===== src/rtl/frac_lut3_pkg.sv =====
package frac_lut3_pkg;
  // Flat heap layout of the multiplexer tree: level 0 holds the truth
  // table, each later level holds half as many nodes, level K is the root.
  function automatic int level_base(input int tt_bits, input int lvl);
    return (2 * tt_bits) - ((2 * tt_bits) >> lvl);
  endfunction

  function automatic int tree_nodes(input int tt_bits);
    return (2 * tt_bits) - 1;
  endfunction
endpackage


===== src/rtl/frac_lut3_cfg_chain.sv =====
module frac_lut3_cfg_chain #(
  parameter int LEN = 9
) (
  input  logic           clk,
  input  logic           rst_n,
  input  logic           shift_en,
  input  logic           scan_in,
  output logic [LEN-1:0] cfg,
  output logic           scan_out
);
  always_ff @(posedge clk or negedge rst_n) begin
    if (!rst_n) begin
      cfg <= '0;
    end else if (shift_en) begin
      cfg <= {cfg[LEN-2:0], scan_in};
    end
  end

  assign scan_out = cfg[LEN-1];

  // serial bit lands in the first position
  a_r2_shift_entry: assert property (@(posedge clk) disable iff (!rst_n)
    shift_en |=> cfg[0] == $past(scan_in));

  // scan output presents what sat one place earlier
  a_r7_scan_out_order: assert property (@(posedge clk) disable iff (!rst_n)
    shift_en |=> scan_out == $past(cfg[LEN-2]));

  // chain holds while shifting is off
  a_r3_hold: assert property (@(posedge clk) disable iff (!rst_n)
    !shift_en |=> $stable(cfg));
endmodule


===== src/rtl/frac_lut3_mux_tree.sv =====
module frac_lut3_mux_tree #(
  parameter int K = 3
) (
  input  logic [(1<<K)-1:0] table_bits,
  input  logic [K-1:0]      sel,
  output logic              root,
  output logic [1:0]        taps
);
  import frac_lut3_pkg::*;

  localparam int TT_BITS = 1 << K;
  localparam int NODES   = tree_nodes(TT_BITS);

  logic [NODES-1:0] node;

  assign node[TT_BITS-1:0] = table_bits;

  for (genvar l = 1; l <= K; l++) begin : g_level
    localparam int BASE_IN  = level_base(TT_BITS, l - 1);
    localparam int BASE_OUT = level_base(TT_BITS, l);
    localparam int COUNT    = TT_BITS >> l;
    for (genvar j = 0; j < COUNT; j++) begin : g_node
      assign node[BASE_OUT + j] = sel[l-1] ? node[BASE_IN + 2*j + 1]
                                           : node[BASE_IN + 2*j];
    end
  end

  localparam int TAP_BASE = level_base(TT_BITS, K - 1);

  assign taps = node[TAP_BASE +: 2];
  assign root = node[NODES-1];
endmodule


===== src/rtl/frac_lut3_mode_gate.sv =====
module frac_lut3_mode_gate (
  input  logic top_in,
  input  logic mode_single,
  output logic top_eff
);
  // Dual mode (mode 0) forces the top select high; single mode passes it.
  assign top_eff = top_in | ~mode_single;
endmodule


===== src/rtl/frac_lut3.sv =====
module frac_lut3 #(
  parameter int K = 3
) (
  input  logic         clk,
  input  logic         rst_n,
  input  logic         cfg_shift_en,
  input  logic         cfg_scan_in,
  output logic         cfg_scan_out,
  input  logic [K-1:0] lut_in,
  output logic         lut_out,
  output logic [1:0]   half_out
);
  localparam int TT_BITS   = 1 << K;
  localparam int CHAIN_LEN = TT_BITS + 1;

  logic [CHAIN_LEN-1:0] cfg;
  logic                 mode_single;
  logic                 top_eff;
  logic [K-1:0]         sel;

  frac_lut3_cfg_chain #(.LEN(CHAIN_LEN)) u_chain (
    .clk      (clk),
    .rst_n    (rst_n),
    .shift_en (cfg_shift_en),
    .scan_in  (cfg_scan_in),
    .cfg      (cfg),
    .scan_out (cfg_scan_out)
  );

  assign mode_single = cfg[CHAIN_LEN-1];

  frac_lut3_mode_gate u_gate (
    .top_in      (lut_in[K-1]),
    .mode_single (mode_single),
    .top_eff     (top_eff)
  );

  assign sel = {top_eff, lut_in[K-2:0]};

  frac_lut3_mux_tree #(.K(K)) u_tree (
    .table_bits (cfg[TT_BITS-1:0]),
    .sel        (sel),
    .root       (lut_out),
    .taps       (half_out)
  );

  // dual mode routes the upper sub-table to the main output
  a_r6_dual_upper: assert property (@(posedge clk) disable iff (!rst_n)
    !mode_single |-> lut_out == half_out[1]);

  // single mode with top input low picks the lower sub-table
  a_r5_single_low: assert property (@(posedge clk) disable iff (!rst_n)
    (mode_single && !lut_in[K-1]) |-> lut_out == half_out[0]);

  // single mode with top input high picks the upper sub-table
  a_r5_single_high: assert property (@(posedge clk) disable iff (!rst_n)
    (mode_single && lut_in[K-1]) |-> lut_out == half_out[1]);
endmodule


===== config.mk =====
export PLATFORM = sky130hd
export DESIGN_NAME = frac_lut3
export DESIGN_NICKNAME = d
export VERILOG_FILES = /design/src/rtl/frac_lut3_pkg.sv /design/src/rtl/frac_lut3_cfg_chain.sv /design/src/rtl/frac_lut3_mux_tree.sv /design/src/rtl/frac_lut3_mode_gate.sv /design/src/rtl/frac_lut3.sv
export SDC_FILE = /design/constraint.sdc
export NUM_CORES = 1
export LEC_CHECK = 0
export BUFFER_PORTS_ARGS = -buffer_cell sky130_fd_sc_hd__buf_2
export CAP_MARGIN = 5
export CORE_AREA = 10 10 47 49
export DETAILED_ROUTE_END_ITERATION = 6
export DIE_AREA = 0 0 57 59
export GPL_ROUTABILITY_DRIVEN = 0
export PLACE_DENSITY = 0.61
export SLEW_MARGIN = 0
export SYNTH_ARGS = -nofsm -noshare
export SYNTH_HDL_FRONTEND = slang
export SYNTH_SLANG_ARGS = --single-unit

===== constraint.sdc =====
create_clock -name clk -period 1.1 [get_ports clk]
set_input_delay 0.11 -clock clk [delete_from_list [all_inputs] [get_ports clk]]
set_output_delay 0.11 -clock clk [all_outputs]
set_load 0.03 [all_outputs]

* Yosys cells after proc, flatten, opt, wreduce, memory -nomap -nowiden *
Cells that the tools add are included.
W data, S select, Z words.

storage, ports and cells
  word-level logic and storage cells = 10
  bits of input ports = 7
  register bits = 9

operators by class
  mux-type cells = 7
  bitwise logic cells = 2

operators by type and width
  kind          count
  $mux W1       7
  $not A1 Y1    1
  $or A1 B1 Y1  1

* Logic depth before layout (Yosys ltp) *
  depth after elaboration = 3
  gate-level depth with buffers = 2

* Cells and area by module *
Synthesis repeated with hierarchy kept, for this count alone.

second synthesis, totals
  cells, all modules = 26
  area total of the unflattened synthesis = 494.2 um^2

modules (own cells, without submodules)
  module               area each (um^2)  times used  cells each
  frac_lut3_cfg_chain  379.1             1           20
  frac_lut3_mux_tree   108.9             1           5
  frac_lut3_mode_gate  6.3               1           1

* Worst setup path before layout *
Ideal clock, no wire load.

  path kind = register to output
  from = reg u_chain.cfg[8]
  to = out lut_out
  data required time = 0.990 ns
  buffers on the path = 0
  data arrival time = 1.324 ns
  stages on the path, launching flop included = 3
  setup slack = -0.334 ns
  cells stage by stage = dfrtp_1 -> nor2b_1 -> mux4_2

on the way
  word-level cells in the longest chain between the ends = 3

RTL lines
  what                      line                       text
  start: declaration        frac_lut3_cfg_chain.sv:8   output logic [LEN-1:0] cfg,
  start signal: assignment  frac_lut3_cfg_chain.sv:15  cfg <= {cfg[LEN-2:0], scan_in};
  $not A1 Y1                frac_lut3_mode_gate.sv:7   assign top_eff = top_in | ~mode_single;
  $or A1 B1 Y1              frac_lut3_mode_gate.sv:7
  $mux W1                   frac_lut3_mux_tree.sv:23   assign node[BASE_OUT + j] = sel[l-1] ? node[BASE_IN + 2*j + 1]
  end: declaration          frac_lut3.sv:10            output logic lut_out,

Every way passes these cells.

* Final worst setup path *
  from = reg u_chain.cfg[1]
  to = out lut_out

on the way
  word-level cells in the longest chain between the ends = 3

RTL lines
  what                  line
  $mux W1 (3 in a row)  frac_lut3_mux_tree.sv:23

Every way passes these cells.

==> metrics.yaml <==
timing:
  fin_setup_tns_ns: -1.27
  rsz0062_at_grt: "true"
  relSlewSlack_pct: 86.5
  fmax_mhz: 597
  post-route-period-util_pct: 152
  setup_violations: 3
  final.min_clock_period_ns: 1.67
  slew_violations: 0
  finalHoldViolations: 0
  finClkSkew_ns: 0.00736
  worst_slew_pin_slew_ns: 0.202
  setup_ws_ns: -0.574
route:
  wirelength_um: 968
  topRoutingLayerUsed: "met4"
  dr.pass1.iters: 1
  drt_iter0_markers: 0
  postRouteAntennaNets: 0
  met2_length_um: 458
  vias: 320
  vias_per_cell: 4.51
  drc: 0
  routedWlPerCell_um: 13.6
  drt-met1-wl_um: 391
  wl_met3_um: 84
layout:
  syn_to_final_growth_pct: 60.1
  stdcell_area_um2: 683
  final_util_pct: 48.8
  fillers: 148
  reg.largest.list: "u_chain.cfg (9)"
  largest_reg_flops: 9
  diodes: 0
  multi_input_area_um2: 224
  stdcell_count: 71
  seq_area_um2: 226
  drive_above_1_share_pct: 81.8
  top_register: "u_chain.cfg"
  fin_nets: 63
clock_tree:
  clkLatencyLatePin_ns: 0.27
  cts_buffers: 3
  clk_pin_slew_worst_paths_ns: 0.06
  cts_root_buf: "clkbuf_4"
  htreeDepth: 1
  cts_tree: "yes"
  numClockSinks: 9
  clock_path_buffers: 2
synth:
  synth_compound_area_share_pct: 0
  synthAdderAreaFrac_pct: 0
  synth-simple-area-share_pct: 1.47
  seq_area_frac_synth_pct: 52.8
  synth_fp_nets: 34
  syn_area_um2: 427
  ys_warn_count: 0
  synth_top_area_share_pct: 52.8
  netlist_instances: 27
  synth_mux_area_share_pct: 44.9
  ys_ff_latch: 9
  synth_top_family_by_area: "multiplexers"
  synthDistinctLibCells: 6
  synth.avg_cell_area_um2: 15.8
  synth-xor-area-share_pct: 0
  synth_area_leaders: "dfrtp_1, mux2_2, mux2_1"
  synth_area_leader_cell: "dfrtp_1"
status:
  outcome: "finished with violations"
  violations: "negative setup slack"
global_routing:
  grt_overflow_total: 0
  antenna_found_initial: 0
  grt_pass1_wl_mm: 1.70
  grt_pass1_vias: 389
  grt.total_usage_pct: 6.68
  grt_max_degree: 10
power_and_ir_drop:
  p_leak_nw: 0.333
  clkPwrFrac_pct: 17.3
  combPwrFrac_pct: 51.1
  p_per_area_mw_per_mm2: 2230
  irDropWorstVdd_mv: 0.943
  p_int_mw: 1.06
  p_sw_uw: 469
  netSwitchingFraction_pct: 30.8
  p_seq_share_pct: 31.6
place:
  port_buffers: 10
  dp_slack_ns: -0.316
  place_area_um2: 573
  place_inst: 61
die:
  initial_utilization_pct: 30.4
  die_h_um: 59
  die-area_mm2: 0.00336
  coreArea_mm2: 0.00140
  die_w_um: 57
  num_rows: 14
  io_pins: 11
critical_path:
  critPathLaunchType: "register"
  rr_worst_depth: 3
  arrival_ns: 1.56
  endpoint_kind: "primary output"
  crit_type: "reg -> out"
  required_ns: 0.99
  critPathMaxFanout: 2
hold_path:
  min_path_cells: 2
  hold_path.class: "in -> reg"
flow_run:
  cap_violations: 0
## metal layers
layer	vias to the layer above	global-route usage [%]
met2	11	10.7
met3	3	3.43
li1	154	-
met5	-	0
met1	152	6.11
met4	0	6.04
## placed cells by master, fill, tap and decap left out
cell            n
buf_4          15
mux2_4          5
clkbuf_4        3
mux4_2          1
mux2_2         10
dfrtp_1         8
dfrtp_2         1
buf_2           6
nor2b_4         1
dlygate4sd3_1   1
clkbuf_1        1
buf_6           3
## area by class of cell
type	count	share of cell area [%]
Sequential cell	9	33.2
Clock buffer	4	3.85
Tap cell	16	2.93
Multi-Input combinational cell	17	32.8
Timing Repair Buffer	25	27.3
## final timing paths
| check | slack (ns) | endpoint | from |
|---|---|---|---|
| max in group asynchronous | 0.70 | u_chain.cfg[8] | rst_n |
| worst max-delay path | -0.57 | lut_out | u_chain.cfg[1] |
| worst min-delay path | 0.08 | u_chain.cfg[0] | cfg_scan_in |
| min in group asynchronous | 0.20 | u_chain.cfg[5] | rst_n |
| worst min register to register | 0.61 | u_chain.cfg[8] | u_chain.cfg[7] |
| worst max register to register | 0.10 | u_chain.cfg[4] | u_chain.cfg[4] |
## synthesized netlist by cell type
cell	count
nor2b_1	1
clkbuf_1	1
mux4_2	1
mux2_1	2
mux2_2	13
dfrtp_1	9
## stage by stage
stage | hold slack (ns) | total power [mW]
CTS | 0.0795 | 1.49
finish | 0.0819 | 1.53
detailed placement | -0.0308 | 1.10
global placement | -0.0374 | 1.08
global route | 0.0916 | 1.62
floorplan | -0.186 | 0.834
## what timing repair did
| item | CTS | global route |
|---|---|---|
| endpoints found under the setup margin | 3 | 4 |
| hold buffers | 1 | 0 |
| gates cloned | 0 | 0 |
| gates resized for setup | 10 | 2 |
| hold endpoints to repair | 9 | 0 |
| buffers inserted | 2 | 3 |
## cell families (layout without fill, tap and decap cells)
family	Yosys count	after routing
multiplexers	16	16
flip-flops	9	9
AND/OR/NAND/NOR	1	1
buffers and inverters	1	29
## power by group through the flow
stage,logic [mW],clock network [mW],registers [mW]
final,0.780,0.264,0.482
after global routing,0.840,0.284,0.497
after CTS,0.737,0.269,0.484
after detailed placement,0.613,0,0.487
after global placement,0.597,0,0.481
after floorplan,0.314,0,0.520
## critical path, stage by stage, from the launching register on
cell	delay [ns]
dfrtp_1	0.38
mux2_4	0.28
mux4_2	0.48
buf_6	0.15
(Power assumes the default switching activity.)
